`src/rtl/linkPkg.sv`:
```
package linkPkg;

  typedef enum logic [1:0] {
    PH_IDLE = 2'd0,
    PH_LOW  = 2'd1,
    PH_HIGH = 2'd2,
    PH_GAP  = 2'd3
  } txPhase_e;

  // strobes from transmit control to transmit datapath
  typedef struct packed {
    logic load;     // byte accepted this cycle
    logic rise;     // raise bit clock, sample echo
    logic fall;     // lower bit clock, advance data
    logic lastBit;  // current bit is the last of the byte
    logic busy;     // clock is being toggled for a byte
  } txStrobe_t;

endpackage

```
`src/rtl/linkSync.sv`:
```
module linkSync #(
  parameter int   STAGES  = 2,
  parameter logic RST_VAL = 1'b0
) (
  input  logic clk,
  input  logic rstN,
  input  logic d,
  output logic q
);
  logic [STAGES-1:0] chain;

  generate
    if (STAGES == 1) begin : g_single
      always_ff @(posedge clk) begin
        if (!rstN) chain <= RST_VAL;
        else       chain <= d;
      end
    end else begin : g_multi
      always_ff @(posedge clk) begin
        if (!rstN) chain <= {STAGES{RST_VAL}};
        else       chain <= {chain[STAGES-2:0], d};
      end
    end
  endgenerate

  assign q = chain[STAGES-1];
endmodule

```
`src/rtl/linkTxCtrl.sv`:
```
module linkTxCtrl
  import linkPkg::*;
#(
  parameter int DATA_W     = 8,
  parameter int HALF_TICKS = 2,
  parameter int GAP_W      = 4
) (
  input  logic             clk,
  input  logic             rstN,
  input  logic             tick,
  input  logic             txValid,
  input  logic [GAP_W-1:0] gapLen,
  output logic             txReady,
  output txStrobe_t        strb
);
  localparam int BIT_W  = $clog2(DATA_W);
  localparam int HALF_W = $clog2(HALF_TICKS + 1);
  localparam logic [BIT_W-1:0]  BIT_LAST  = BIT_W'(DATA_W - 1);
  localparam logic [HALF_W-1:0] HALF_LAST = HALF_W'(HALF_TICKS - 1);

  txPhase_e          phase;
  logic [BIT_W-1:0]  bitCnt;
  logic [HALF_W-1:0] halfCnt;
  logic [GAP_W-1:0]  gapCnt;
  logic              halfDone;

  assign halfDone     = tick && (halfCnt == HALF_LAST);
  assign txReady      = (phase == PH_IDLE);
  assign strb.load    = txValid && (phase == PH_IDLE);
  assign strb.rise    = (phase == PH_LOW) && halfDone;
  assign strb.fall    = (phase == PH_HIGH) && halfDone;
  assign strb.lastBit = (bitCnt == BIT_LAST);
  assign strb.busy    = (phase == PH_LOW) || (phase == PH_HIGH);

  always_ff @(posedge clk) begin
    if (!rstN) begin
      phase   <= PH_IDLE;
      bitCnt  <= '0;
      halfCnt <= '0;
      gapCnt  <= '0;
    end else begin
      case (phase)
        PH_IDLE: begin
          if (strb.load) begin
            phase   <= PH_LOW;
            bitCnt  <= '0;
            halfCnt <= '0;
          end
        end
        PH_LOW: begin
          if (tick) begin
            if (halfDone) begin
              halfCnt <= '0;
              phase   <= PH_HIGH;
            end else begin
              halfCnt <= halfCnt + 1'b1;
            end
          end
        end
        PH_HIGH: begin
          if (tick) begin
            if (halfDone) begin
              halfCnt <= '0;
              if (strb.lastBit) begin
                bitCnt <= '0;
                gapCnt <= '0;
                phase  <= (gapLen == '0) ? PH_IDLE : PH_GAP;
              end else begin
                bitCnt <= bitCnt + 1'b1;
                phase  <= PH_LOW;
              end
            end else begin
              halfCnt <= halfCnt + 1'b1;
            end
          end
        end
        default: begin
          if (tick) begin
            if (gapCnt == gapLen - 1'b1) phase <= PH_IDLE;
            else                         gapCnt <= gapCnt + 1'b1;
          end
        end
      endcase
    end
  end


  edge_on_tick_chk: assert property (@(posedge clk) disable iff (!rstN)
    (strb.rise || strb.fall) |-> tick);


  no_load_busy_chk: assert property (@(posedge clk) disable iff (!rstN)
    strb.busy |-> !txReady);

endmodule

```
`src/rtl/linkTxPath.sv`:
```
module linkTxPath
  import linkPkg::*;
#(
  parameter int DATA_W      = 8,
  parameter int SYNC_STAGES = 2
) (
  input  logic              clk,
  input  logic              rstN,
  input  txStrobe_t         strb,
  input  logic [DATA_W-1:0] txData,
  input  logic              txFirst,
  input  logic              echoIn,
  input  logic              errClr,
  output logic              sclkOut,
  output logic              sdoOut,
  output logic              echoErr
);
  logic [DATA_W-1:0] shReg;
  logic [DATA_W-1:0] curByte;
  logic [DATA_W-1:0] prevByte;
  logic [DATA_W-1:0] echoCap;
  logic [DATA_W-1:0] echoWord;
  logic              chkEn;
  logic              echoS;
  logic              mismatch;

  linkSync #(.STAGES(SYNC_STAGES), .RST_VAL(1'b0)) u_echoSync (
    .clk (clk),
    .rstN(rstN),
    .d   (echoIn),
    .q   (echoS)
  );

  assign echoWord = {echoCap[DATA_W-2:0], echoS};
  assign mismatch = chkEn && strb.rise && strb.lastBit && (echoWord != prevByte);

  always_ff @(posedge clk) begin
    if (!rstN) begin
      shReg    <= '0;
      curByte  <= '0;
      prevByte <= '0;
      echoCap  <= '0;
      chkEn    <= 1'b0;
      sclkOut  <= 1'b0;
      sdoOut   <= 1'b1;
    end else begin
      if (strb.load) begin
        shReg    <= txData;
        sdoOut   <= txData[DATA_W-1];
        prevByte <= curByte;
        curByte  <= txData;
        chkEn    <= !txFirst;
      end
      if (strb.rise) begin
        sclkOut <= 1'b1;
        echoCap <= echoWord;
      end
      if (strb.fall) begin
        sclkOut <= 1'b0;
        if (strb.lastBit) begin
          sdoOut <= 1'b1;
        end else begin
          shReg  <= {shReg[DATA_W-2:0], 1'b0};
          sdoOut <= shReg[DATA_W-2];
        end
      end
    end
  end

  always_ff @(posedge clk) begin
    if (!rstN)         echoErr <= 1'b0;
    else if (mismatch) echoErr <= 1'b1;
    else if (errClr)   echoErr <= 1'b0;
  end


  idle_clk_low_chk: assert property (@(posedge clk) disable iff (!rstN)
    !strb.busy |-> !sclkOut);


  idle_data_high_chk: assert property (@(posedge clk) disable iff (!rstN)
    !strb.busy |-> sdoOut);


  data_hold_chk: assert property (@(posedge clk) disable iff (!rstN)
    sclkOut |-> $stable(sdoOut));


  err_source_chk: assert property (@(posedge clk) disable iff (!rstN)
    $rose(echoErr) |-> $past(strb.rise && strb.lastBit));


  err_clear_chk: assert property (@(posedge clk) disable iff (!rstN)
    (errClr && !(strb.rise && strb.lastBit)) |=> !echoErr);

endmodule

```
`src/rtl/linkRx.sv`:
```
module linkRx #(
  parameter int DATA_W      = 8,
  parameter int SYNC_STAGES = 2
) (
  input  logic              clk,
  input  logic              rstN,
  input  logic              sclkIn,
  input  logic              sdiIn,
  output logic              rxValid,
  output logic [DATA_W-1:0] rxData,
  output logic              echoOut
);
  localparam int BIT_W = $clog2(DATA_W);
  localparam logic [BIT_W-1:0] BIT_LAST = BIT_W'(DATA_W - 1);

  logic              sclkS, sdiS, sclkPrev;
  logic              riseS, fallS;
  logic [BIT_W-1:0]  bitCnt;
  logic [DATA_W-1:0] shReg;
  logic [DATA_W-1:0] echoReg;
  logic              pending;
  logic              echoLive;

  linkSync #(.STAGES(SYNC_STAGES), .RST_VAL(1'b0)) u_sclkSync (
    .clk(clk), .rstN(rstN), .d(sclkIn), .q(sclkS)
  );
  linkSync #(.STAGES(SYNC_STAGES), .RST_VAL(1'b1)) u_sdiSync (
    .clk(clk), .rstN(rstN), .d(sdiIn), .q(sdiS)
  );

  assign riseS   = sclkS && !sclkPrev;
  assign fallS   = !sclkS && sclkPrev;
  assign echoOut = echoLive && echoReg[DATA_W-1];

  always_ff @(posedge clk) begin
    if (!rstN) begin
      sclkPrev <= 1'b0;
      bitCnt   <= '0;
      shReg    <= '0;
      rxData   <= '0;
      rxValid  <= 1'b0;
      pending  <= 1'b0;
      echoReg  <= '0;
      echoLive <= 1'b0;
    end else begin
      sclkPrev <= sclkS;
      rxValid  <= 1'b0;
      if (riseS) begin
        shReg <= {shReg[DATA_W-2:0], sdiS};
        if (bitCnt == BIT_LAST) begin
          bitCnt  <= '0;
          rxData  <= {shReg[DATA_W-2:0], sdiS};
          rxValid <= 1'b1;
          pending <= 1'b1;
        end else begin
          bitCnt <= bitCnt + 1'b1;
        end
      end
      if (fallS) begin
        if (pending) begin
          echoReg  <= rxData;
          pending  <= 1'b0;
          echoLive <= 1'b1;
        end else begin
          echoReg <= {echoReg[DATA_W-2:0], 1'b0};
        end
      end
    end
  end


  rx_pulse_chk: assert property (@(posedge clk) disable iff (!rstN)
    rxValid |=> !rxValid);


  echo_on_fall_chk: assert property (@(posedge clk) disable iff (!rstN)
    !$stable(echoOut) |-> $past(fallS));

endmodule

```
`src/rtl/echoLinkPhy.sv`:
```
module echoLinkPhy
  import linkPkg::*;
#(
  parameter int DATA_W      = 8,
  parameter int HALF_TICKS  = 2,
  parameter int GAP_W       = 4,
  parameter int SYNC_STAGES = 2
) (
  input  logic              clk,
  input  logic              rstN,
  input  logic              tick,
  input  logic [GAP_W-1:0]  gapLen,
  input  logic              txValid,
  input  logic              txFirst,
  input  logic [DATA_W-1:0] txData,
  output logic              txReady,
  input  logic              errClr,
  output logic              echoErr,
  output logic              sclkOut,
  output logic              sdoOut,
  input  logic              echoIn,
  input  logic              sclkIn,
  input  logic              sdiIn,
  output logic              echoOut,
  output logic              rxValid,
  output logic [DATA_W-1:0] rxData
);
  txStrobe_t strb;

  linkTxCtrl #(.DATA_W(DATA_W), .HALF_TICKS(HALF_TICKS), .GAP_W(GAP_W)) u_txCtrl (
    .clk    (clk),
    .rstN   (rstN),
    .tick   (tick),
    .txValid(txValid),
    .gapLen (gapLen),
    .txReady(txReady),
    .strb   (strb)
  );

  linkTxPath #(.DATA_W(DATA_W), .SYNC_STAGES(SYNC_STAGES)) u_txPath (
    .clk    (clk),
    .rstN   (rstN),
    .strb   (strb),
    .txData (txData),
    .txFirst(txFirst),
    .echoIn (echoIn),
    .errClr (errClr),
    .sclkOut(sclkOut),
    .sdoOut (sdoOut),
    .echoErr(echoErr)
  );

  linkRx #(.DATA_W(DATA_W), .SYNC_STAGES(SYNC_STAGES)) u_rx (
    .clk    (clk),
    .rstN   (rstN),
    .sclkIn (sclkIn),
    .sdiIn  (sdiIn),
    .rxValid(rxValid),
    .rxData (rxData),
    .echoOut(echoOut)
  );

endmodule

```
`config.mk`:
```
export PLATFORM = sky130hd
export DESIGN_NAME = echoLinkPhy
export DESIGN_NICKNAME = d
export VERILOG_FILES = /design/src/rtl/linkPkg.sv /design/src/rtl/linkSync.sv /design/src/rtl/linkTxCtrl.sv /design/src/rtl/linkTxPath.sv /design/src/rtl/linkRx.sv /design/src/rtl/echoLinkPhy.sv
export SDC_FILE = /design/constraint.sdc
export NUM_CORES = 1
export LEC_CHECK = 0
export ABC_AREA = 1
export BUFFER_PORTS_ARGS = -buffer_cell sky130_fd_sc_hd__buf_4
export CAP_MARGIN = 20
export CELL_PAD_IN_SITES_DETAIL_PLACEMENT = 1
export CELL_PAD_IN_SITES_GLOBAL_PLACEMENT = 2
export CORE_UTILIZATION = 31
export DETAILED_ROUTE_END_ITERATION = 10
export GPL_TIMING_DRIVEN = 0
export PLACE_DENSITY = 0.71
export SETUP_SLACK_MARGIN = 0.5
export SLEW_MARGIN = 20
export SYNTH_ARGS = -nofsm -noshare
export SYNTH_HDL_FRONTEND = slang
export SYNTH_SLANG_ARGS = --single-unit
```
`constraint.sdc`:
```
create_clock -name clk -period 1.56 [get_ports clk]
set_input_delay 0.078 -clock clk [delete_from_list [all_inputs] [get_ports clk]]
set_output_delay 0.078 -clock clk [all_outputs]
set_load 0.02 [all_outputs]
```
# After elaboration in Yosys (flattened, before gate mapping)
# Cells that the tools add are included.
[classes]
addsub = 5
multipliers = 0
div = 0
magnitude_cmp = 0
n_eq_ne = 15
shift = 0
mux = 40
n_bitwise = 2
reduce_logical = 31
[op_table]
columns = ["operator", "n"]
rows = [
  ["two-way mux 8 bit", 4],
  ["two-way mux 2 bit", 12],
  ["two-way mux 4 bit", 5],
  ["two-way mux 3 bit", 5],
  ["!= test 2 x 1 -> 1 bit, second input constant", 6],
  ["logical AND 1 bit", 10],
  ["two-way mux 1 bit", 10],
  ["nonzero test 2 bit", 5],
  ["!= test 8 bit", 1],
  ["case mux 4 bit (2 select lines)", 1],
  ["AND reduction 7 bit", 1],
  ["adder 3 x 1 -> 3 bit, second input constant", 2],
  ["equality test 3 bit, second input constant", 2],
  ["case mux 2 bit (3 select lines)", 1],
  ["case mux 3 bit (2 select lines)", 1],
  ["AND reduction 2 bit", 3],
  ["OR reduction 2 bit", 3],
  ["AND reduction 5 bit", 1],
  ["adder 4 x 1 -> 4 bit, second input constant", 1],
  ["equality test 2 x 1 -> 1 bit, second input constant", 2],
  ["equality test 4 bit", 1],
  ["zero test 4 bit", 1],
  ["!= test 2 bit, second input constant", 2],
  ["case mux 2 bit (2 select lines)", 1],
  ["9 further kinds", 12],
]
[totals]
reg_bits = 82
latch_bits = 0
ram_bits = 0
mem_bits_ro = 0
inputBits = 21
out_inout_bits = 14
elab_cells = 116
memories = 0

# Logic depth before layout (Yosys ltp)
# Gate-level depths: netlist of the first run.
[depth]
depth_word = 7
depth_mapped = 12

# By module
# Synthesis of the first run repeated with hierarchy kept, for this count alone.
[unflattened]
cells_unflattened = 484
area_unflattened_um2 = 3575.9
[by_module_without_submodules]
columns = ["mod", "n_inst", "cells_each", "area_each_um2", "seq_area_each_um2"]
rows = [
  ["linkTxPath", 1, 171, 1327.5, 680.7],
  ["linkRx", 1, 159, 1176.1, 600.6],
  ["linkTxCtrl", 1, 136, 907.1, 220.2],
  ["linkSync", 3, 6, 55.1, 40.0],
]

# Worst setup path after synthesis of the first run
# No wires, ideal clock.
[synth_path]
path_type = "flip-flop to flip-flop"
start = "register u_txCtrl.phase[0]"
end = "register u_txPath.chkEn"
arrival_ns = 1.504
required_time_ns = 1.441
setup_slack_ns = -0.064
stages_incl_launch_ff = 8
n_path_buf = 1
cell_sequence = "dfxtp_1 inv_1 ha_1 nand2_1 clkinv_1 buf_2 o21ai_0 a21oi_1"
[synth_between]
elab_chain_cells = 2
[synth_rtl]
columns = ["element", "line", "source"]
rows = [
  ["start, declared", "linkTxCtrl.sv:21", "txPhase_e phase;"],
  ["start signal, assigned", "linkTxCtrl.sv:67", "phase <= (gapLen == '0) ? PH_IDLE : PH_GAP;"],
  ["zero test 2 bit", "-", ""],
  ["via txReady", "echoLinkPhy.sv:16", "output logic txReady,"],
  ["logical AND 1 bit", "linkTxCtrl.sv:29", "assign strb.load = txValid && (phase == PH_IDLE);"],
  ["end signal, assigned", "linkTxPath.sv:52", "chkEn <= !txFirst;"],
  ["end, declared", "linkTxPath.sv:23", "logic chkEn;"],
]
# The timed path passes the listed nets, and every way through them passes these cells.
# A chain may end at the register's enable or synchronous reset.

# Worst setup path in the final report of the first run
[layout_path]
start = "register u_txCtrl.phase[0]"
end = "register u_txPath.sdoOut"
[layout_between]
elab_chain_cells = 3
[layout_rtl]
columns = ["element", "line", "source"]
rows = [
  ["equality test 2 bit or zero test 2 bit (tied branches)", "linkTxCtrl.sv:31, linkTxCtrl.sv:29", ""],
  ["logical AND 1 bit, on equally long branches", "linkTxCtrl.sv:31, linkTxCtrl.sv:29", ""],
  ["two-way mux 1 bit or nonzero test 2 bit (tied branches)", "-", ""],
  ["end signal, assigned", "linkTxPath.sv:49", "sdoOut <= txData[DATA_W-1];"],
  ["end signal, assigned", "linkTxPath.sv:64", "sdoOut <= shReg[DATA_W-2];"],
  ["end, declared", "linkTxPath.sv:15", "output logic sdoOut,"],
]
# Several ways; a longest one is shown, not always the timed one.

==> impl_metrics.toml, run 1 <==
[place]
place_inst = 613
pre_cts_slack_ns = -0.0705
port_buffers = 34
place.gp.congestion = 0.782
place_area_um2 = 4050
dp_hpwl_mm = 6.58

[clock_tree]
htree_num_levels = 3
ctsLongestPathBuffers = 2
insertion_delay_ns = 0.36
cts_buffers = 9
cts_sinks = 81
cts-root-buf = "clkbuf_8"
clkTransAtPathRegs_ns = 0.09
cts_tree = "yes"

[setup_path]
arrival_ns = 1.74
critPathKind = "flip-flop to flip-flop"
crit_required_ns = 1.77
cp-end-kind = "flip-flop"
r2r_cells = 11
crit_start = "u_txCtrl.phase[0]"
cp_max_fo = 5
reg2reg_from = "u_txCtrl.phase[0]"
cp-start-kind = "flip-flop"
crit_end = "u_txPath.sdoOut"
r2r_setup_slack_ns = 0.04
r2r_end = "u_txPath.sdoOut"

[grt]
grt_overflow = 0
antenna_found_initial = 0
grt_pass1_wl_mm = 16.7
grt_start_max_net_pins = 15
grt.total_usage_pct = 18.6
grt_pass1_vias = 3311

[layout]
diodes = 0
nFillCells = 1262
fin_area_um2 = 5460
nets = 578
fin_cells = 691
drive_above_1_share_pct = 44.1
syn_to_final_growth_pct = 56.2

[drt]
drcViolationCount = 0
detail-route-antenna-nets = 0
vias = 3298
vias_per_cell = 4.77
wirelength_mm = 10.5
first_iter_violations = 72
wl_per_cell_um = 15.2
first_pass_iters = 4

[sta]
min_period_ns = 1.52
tightest_slew_ns = 0.842
fin_crit_sh_pct = 97.6
setup_violations = 0
finalWorstSetupSlack_ns = 0.0374
finalMaxSlewViolations = 0
finalHoldViolations = 0
clock_skew_ns = 0.0102
slew_headroom_pct = 43.9
rsz0062_at_grt = "true"
fmax_mhz = 657

[logic_synthesis]
avgSynthCellArea_um2 = 7.95
synth_top_area_cell = "dfxtp_1"
synthTopCellsByArea = "dfxtp_1, nand2_1, o21ai_0"
synth_cell_types = 33
synth_area_um2 = 3490
ys_warn_count = 0
syn_inst = 439
syn-num-nets = 471
synth_top_area_share_pct = 46.4
ys_ff_latch = 81
ys_seq_area_share_pct = 46.4

[floorplan]
die_w_um = 108
die-area_um2 = 11700
rows = 38
die_h_um = 108
initial_core_util_pct = 32.1
ios = 35
core-area_um2 = 10900

[run_status]
outcome = "complete, no violations"

[min_path]
hold_class = "input pin to flip-flop"

[run]
cap_violations = 0

[power_and_ir_drop]
p_leak_nw = 2.23
powerDensity_nw_per_um2 = 1310
irDropWorstVdd_uv = 529
-- cells in the mapped netlist --
| master | instances |
|---|---|
| o21ai_0 | 38 |
| nand3_2 | 2 |
| a21oi_2 | 2 |
| o22ai_1 | 8 |
| clkbuf_1 | 10 |
| nand4_1 | 6 |
| or2_2 | 2 |
| nor2_4 | 4 |
| clkinv_1 | 1 |
| nand2_1 | 75 |
| nand2_4 | 2 |
| a211oi_1 | 3 |
| a21oi_1 | 37 |
| nor3_1 | 2 |
| nand3b_1 | 2 |
| nand2_2 | 1 |
| xnor2_1 | 10 |
| ha_1 | 11 |
| xor2_1 | 1 |
| nor2_8 | 3 |
| nor2_1 | 47 |
| o21ai_2 | 4 |
| inv_1 | 40 |
| a31oi_1 | 8 |
| o211ai_1 | 1 |
| nor3_2 | 1 |
| inv_2 | 8 |
| nand3_1 | 18 |
| o21ai_1 | 4 |
| buf_6 | 2 |
| inv_4 | 2 |
| dfxtp_1 | 81 |
| buf_2 | 3 |
-- cell usage in the layout, fill, tap and decap left out, drive strengths merged --
cell type    Yosys  layout
o22ai            8       8
o211ai           1       1
a211oi           3       3
clkinvlp         0       2
or2              2       2
dlygate4sd3      0      12
inv             50      53
nand3b           2       2
ha              11      11
clkbuf          10      20
clkinv           1       1
nor3             3       3
xnor2           10      10
o21ai           46      46
nand2           78      78
a31oi            8       8
nor2            54      54
nand4            6       6
nand3           20      20
a21oi           39      39
bufinv           0       1
dfxtp           81      81
xor2             1       1
buf              5      89
-- final cells by class --
class / instances / area [µm²] / area share (%)
Multi-Input combinational cell: 292 / 2120 / 38.9
Tap cell: 140 / 175 / 3.21
Inverter: 51 / 251 / 4.61
Clock buffer: 11 / 131 / 2.41
Buffer: 15 / 144 / 2.64
Timing Repair Buffer: 95 / 916 / 16.8
Sequential cell: 81 / 1650 / 30.2
Timing Repair inverter: 1 / 6.26 / 0.115
Clock inverter: 5 / 62.6 / 1.15
-- where the power goes --
group | total, mW | internal (mW) | switching [mW] | leakage, nW
Sequential | 2.51 | 2.31 | 0.208 | 0.667
Clock | 1.60 | 0.754 | 0.846 | 0.0906
Combinational | 3.04 | 1.53 | 1.51 | 1.47
Total | 7.16 | 4.59 | 2.57 | 2.23
-- critical path, cell delays in order, from the launching register on --
cell and delay (ns):
dfxtp_4 0.37, inv_6 0.07, ha_4 0.12, buf_8 0.12
inv_8 0.04, nor2_8 0.11, inv_4 0.06, nor2_4 0.12
inv_2 0.07, buf_6 0.13, o21ai_2 0.10, nand3_1 0.06
-- logic make-up after synthesis --
group | synth area share (%)
buffers and inverters | 7.77
flip-flops | 46.4
AO/OA/AOI/OAI | 16.6
XOR/XNOR | 2.76
adder cells (fa/ha/maj) | 3.94
AND/OR/NAND/NOR | 22.5
-- layer usage --
metal	GRT usage, %	vias up	part of all wire [%]
met2	32.2	32	52
met3	3.74	7	2.4
met1	23.4	1598	45
met4	4.89	0	0.67
li1	-	1661	-
met5	0	-	0
-- worst min-delay path by stage --
stage,start,to,depth (start not counted),slack [ns]
floorplan,txFirst,u_txPath.chkEn,1,0.17
global placement,sclkIn,u_rx.u_sclkSync.chain[0],3,0.26
detailed placement,sdiIn,u_rx.u_sdiSync.chain[0],2,0.27
CTS,txData[0],u_txPath.shReg[0],3,0.004
global route,txData[0],u_txPath.shReg[0],3,0.0006
finish,txData[0],u_txPath.curByte[0],3,0.01
-- state kept, by name, summed over array words and instances, names as in the netlist --
name / cells
u_rx.rxValid: 1
u_txCtrl.bitCnt: 3
u_txPath.shReg: 7
u_rx.bitCnt: 3
u_rx.sclkPrev: 1
u_txPath.curByte: 8
u_txPath.chkEn: 1
u_rx.pending: 1
u_rx.echoReg: 8
u_txCtrl.halfCnt: 2
u_txCtrl.phase: 2
u_txCtrl.gapCnt: 4
u_rx.u_sclkSync.chain: 2
u_rx.shReg: 7
u_txPath.u_echoSync.chain: 2
u_rx.u_sdiSync.chain: 2
u_txPath.echoCap: 7
u_rx.rxData: 8
u_txPath.echoErr: 1
u_txPath.sdoOut: 1
u_rx.echoLive: 1
u_txPath.sclkOut: 1
u_txPath.prevByte: 8
-- repair_timing --
| item | in CTS | in global routing |
|---|---|---|
| gates cloned | 5 | 0 |
| hold endpoints to repair | 12 | 0 |
| hold buffers | 12 | 0 |
| gates resized for setup | 119 | 88 |
| pin swaps | 32 | 29 |
| buffers inserted | 34 | 11 |
| endpoints found under the setup margin | 72 | 76 |
-- metrics by stage --
stage / power, mW / hold WS [ns] / setup TNS (ns) / util (%)
after floorplan: 3.73 / 0.168 / 0 / -
after global placement: 4.11 / 0.259 / -0.144 / 37.2
after detailed placement: 4.14 / 0.268 / -0.219 / 37.2
after CTS: 6.76 / 0.00390 / 0 / 47.0
after global routing: 7.57 / 0.000575 / -0.110 / 50.1
final: 7.16 / 0.0117 / 0 / 50.1
Power figures use the tool's default switching activity.
==> run 2: changes to the inputs <==
CAP_MARGIN = default   (was 20)
PLACE_DENSITY = default   (was 0.71)
PLACE_DENSITY_LB_ADDON = 0.1   (was default)
==> run 2 against run 1 <==
Compared with the run above: the flow now finishes with violations (negative hold slack); critical endpoint is now u_txCtrl.phase[1]; via count down 1.3%; count of clock-buffer cells in the layout grew 1; clock skew fell by 0.0019 ns; fmax grew 2.3%; critical path type unchanged; wire length is 0.83% lower.
==> impl_metrics.toml, run 2 (synthesis gave the netlist of run 1 again) <==
[place]
place_inst = 613
place_area_um2 = 4050
pre_cts_slack_ns = -0.0620
port_buffers = 34
dp_hpwl_mm = 6.61
place.gp.congestion = 0.743

[drt]
vias = 3256
first_pass_iters = 4
drcViolationCount = 0
detail-route-antenna-nets = 0
vias_per_cell = 4.75
wl_per_cell_um = 15.2
wirelength_mm = 10.4
first_iter_violations = 78

[clock_tree]
clkTransAtPathRegs_ns = 0.09
ctsLongestPathBuffers = 2
cts_buffers = 9
insertion_delay_ns = 0.36
cts-root-buf = "clkbuf_8"
cts_tree = "yes"
htree_num_levels = 3
cts_sinks = 81

[run_status]
violations = "negative hold slack"
outcome = "finished, violations left"

[setup_path]
cp_max_fo = 5
cpLargestDelayFamily = "flip-flops"
critPathKind = "flip-flop to flip-flop"
cpMaxStageDelayCell = "dfxtp_4"
crit_end = "u_txCtrl.phase[1]"
cp-start-kind = "flip-flop"
cp_slowest_stage_delay_ns = 0.38
r2r_cells = 10
crit_start = "u_txCtrl.phase[0]"
critPathBufInv = 3
cp-end-kind = "flip-flop"
r2r_end = "u_txCtrl.phase[1]"
cp.depth = 10
r2r_setup_slack_ns = 0.07
arrival_ns = 1.70
crit_required_ns = 1.77
crit_path_frequent_cell = "nand2_1"
reg2reg_from = "u_txCtrl.phase[0]"
crit_path_cell_trace = "inv_6 > ha_4 > buf_8 > buf_6 > nand2_4 > nand2_2 > a21oi_2 > nand2_1 > nand2_1 > a21oi_1"

[power_and_ir_drop]
p_switching_mw = 2.47
powerDensity_nw_per_um2 = 1350
clockPowerShare_pct = 25.6
p_leak_nw = 2.23
swShare_pct = 34.4
power.total_mw = 7.18
combPwrFrac_pct = 39.3
p_int_mw = 4.71
irDropWorstVdd_uv = 488
p_seq_share_pct = 35.1

[floorplan]
die_w_um = 108
initial_core_util_pct = 32.1
die_h_um = 108
ios = 35
core-area_um2 = 10900
rows = 38
die-area_um2 = 11700

[sta]
finalMaxSlewViolations = 0
holdWs_ns = -0.00223
clock_skew_ns = 0.00836
setup_tns_ns = 0
finalHoldViolations = 1
fin_crit_sh_pct = 95.4
tightest_slew_ns = 0.713
fmax_mhz = 672
min_period_ns = 1.49
rsz0062_at_grt = "true"
finalWorstSetupSlack_ns = 0.0713
setup_violations = 0
slew_headroom_pct = 52.5

[layout]
nets = 572
fin_cells = 685
multiInputGateArea_um2 = 2040
nFillCells = 1255
syn_to_final_growth_pct = 52.3
regArea_um2 = 1640
fin_area_um2 = 5320
final_cell_mix = "dfxtp_1, nand2_1, buf_4, nor2_1, inv_1"
diodes = 0
drive_above_1_share_pct = 40.0
final_core_util_pct = 48.9
final_common_cell = "dfxtp_1"

[grt]
grt_start_max_net_pins = 14
antenna_found_initial = 0
grt_pass1_vias = 3342
grt_overflow = 0
grt_pass1_wl_mm = 16.6
grt.total_usage_pct = 18.7

[run]
cap_violations = 0

[min_path]
worstHoldPathCells = 3
hold_class = "input pin to flip-flop"
run 2: power by group through the flow:
stage	sequential, mW	combinational, mW	clock, mW
CTS	2.51	2.64	1.87
floorplan	2.49	1.25	0
global placement	2.51	1.61	0
detailed placement	2.51	1.63	0
global route	2.55	3.06	1.94
finish	2.52	2.82	1.84
run 2: routing by layer:
layer,share of wire (%),global-route usage (%)
met5,0,0
met3,2.5,3.86
met1,44,22.7
met2,51,33.3
met4,1.9,4.89
run 2: timing repair:
item,in CTS,in global routing
cloned,4,1
hold buffers,11,1
setup buffers,34,5
setup endpoints to repair,72,73
pin swaps,40,22
resized for setup,120,42
endpoints found under the hold margin,11,1
run 2: worst min-delay path by stage:
| stage | start | end |
|---|---|---|
| 6_report | txData[0] | u_txPath.shReg[0] |
| 5_1_grt | txData[0] | u_txPath.shReg[0] |
| 4_1_cts | txData[7] | u_txPath.curByte[7] |
| 3_5_place_dp | echoIn | u_txPath.u_echoSync.chain[0] |
| 3_3_place_gp | echoIn | u_txPath.u_echoSync.chain[0] |
| 2_1_floorplan | txFirst | u_txPath.chkEn |
run 2: worst min-delay path, delay by kind of cell:
family,cells,cell delay (ns)
buffers and inverters,1,0.12
AND/OR/NAND/NOR,1,0.07
AO/OA/AOI/OAI,1,0.05
run 2: layout make-up:
type	instances	share of cell area, %
tap	140	3.29
timing repair buffer	89	15.2
inverter	51	4.73
timing repair inverter	1	0.306
multi-input combinational	292	38.3
sequential	81	30.8
buffer	15	2.87
clock inverter	4	1.39
clock buffer	12	3.11
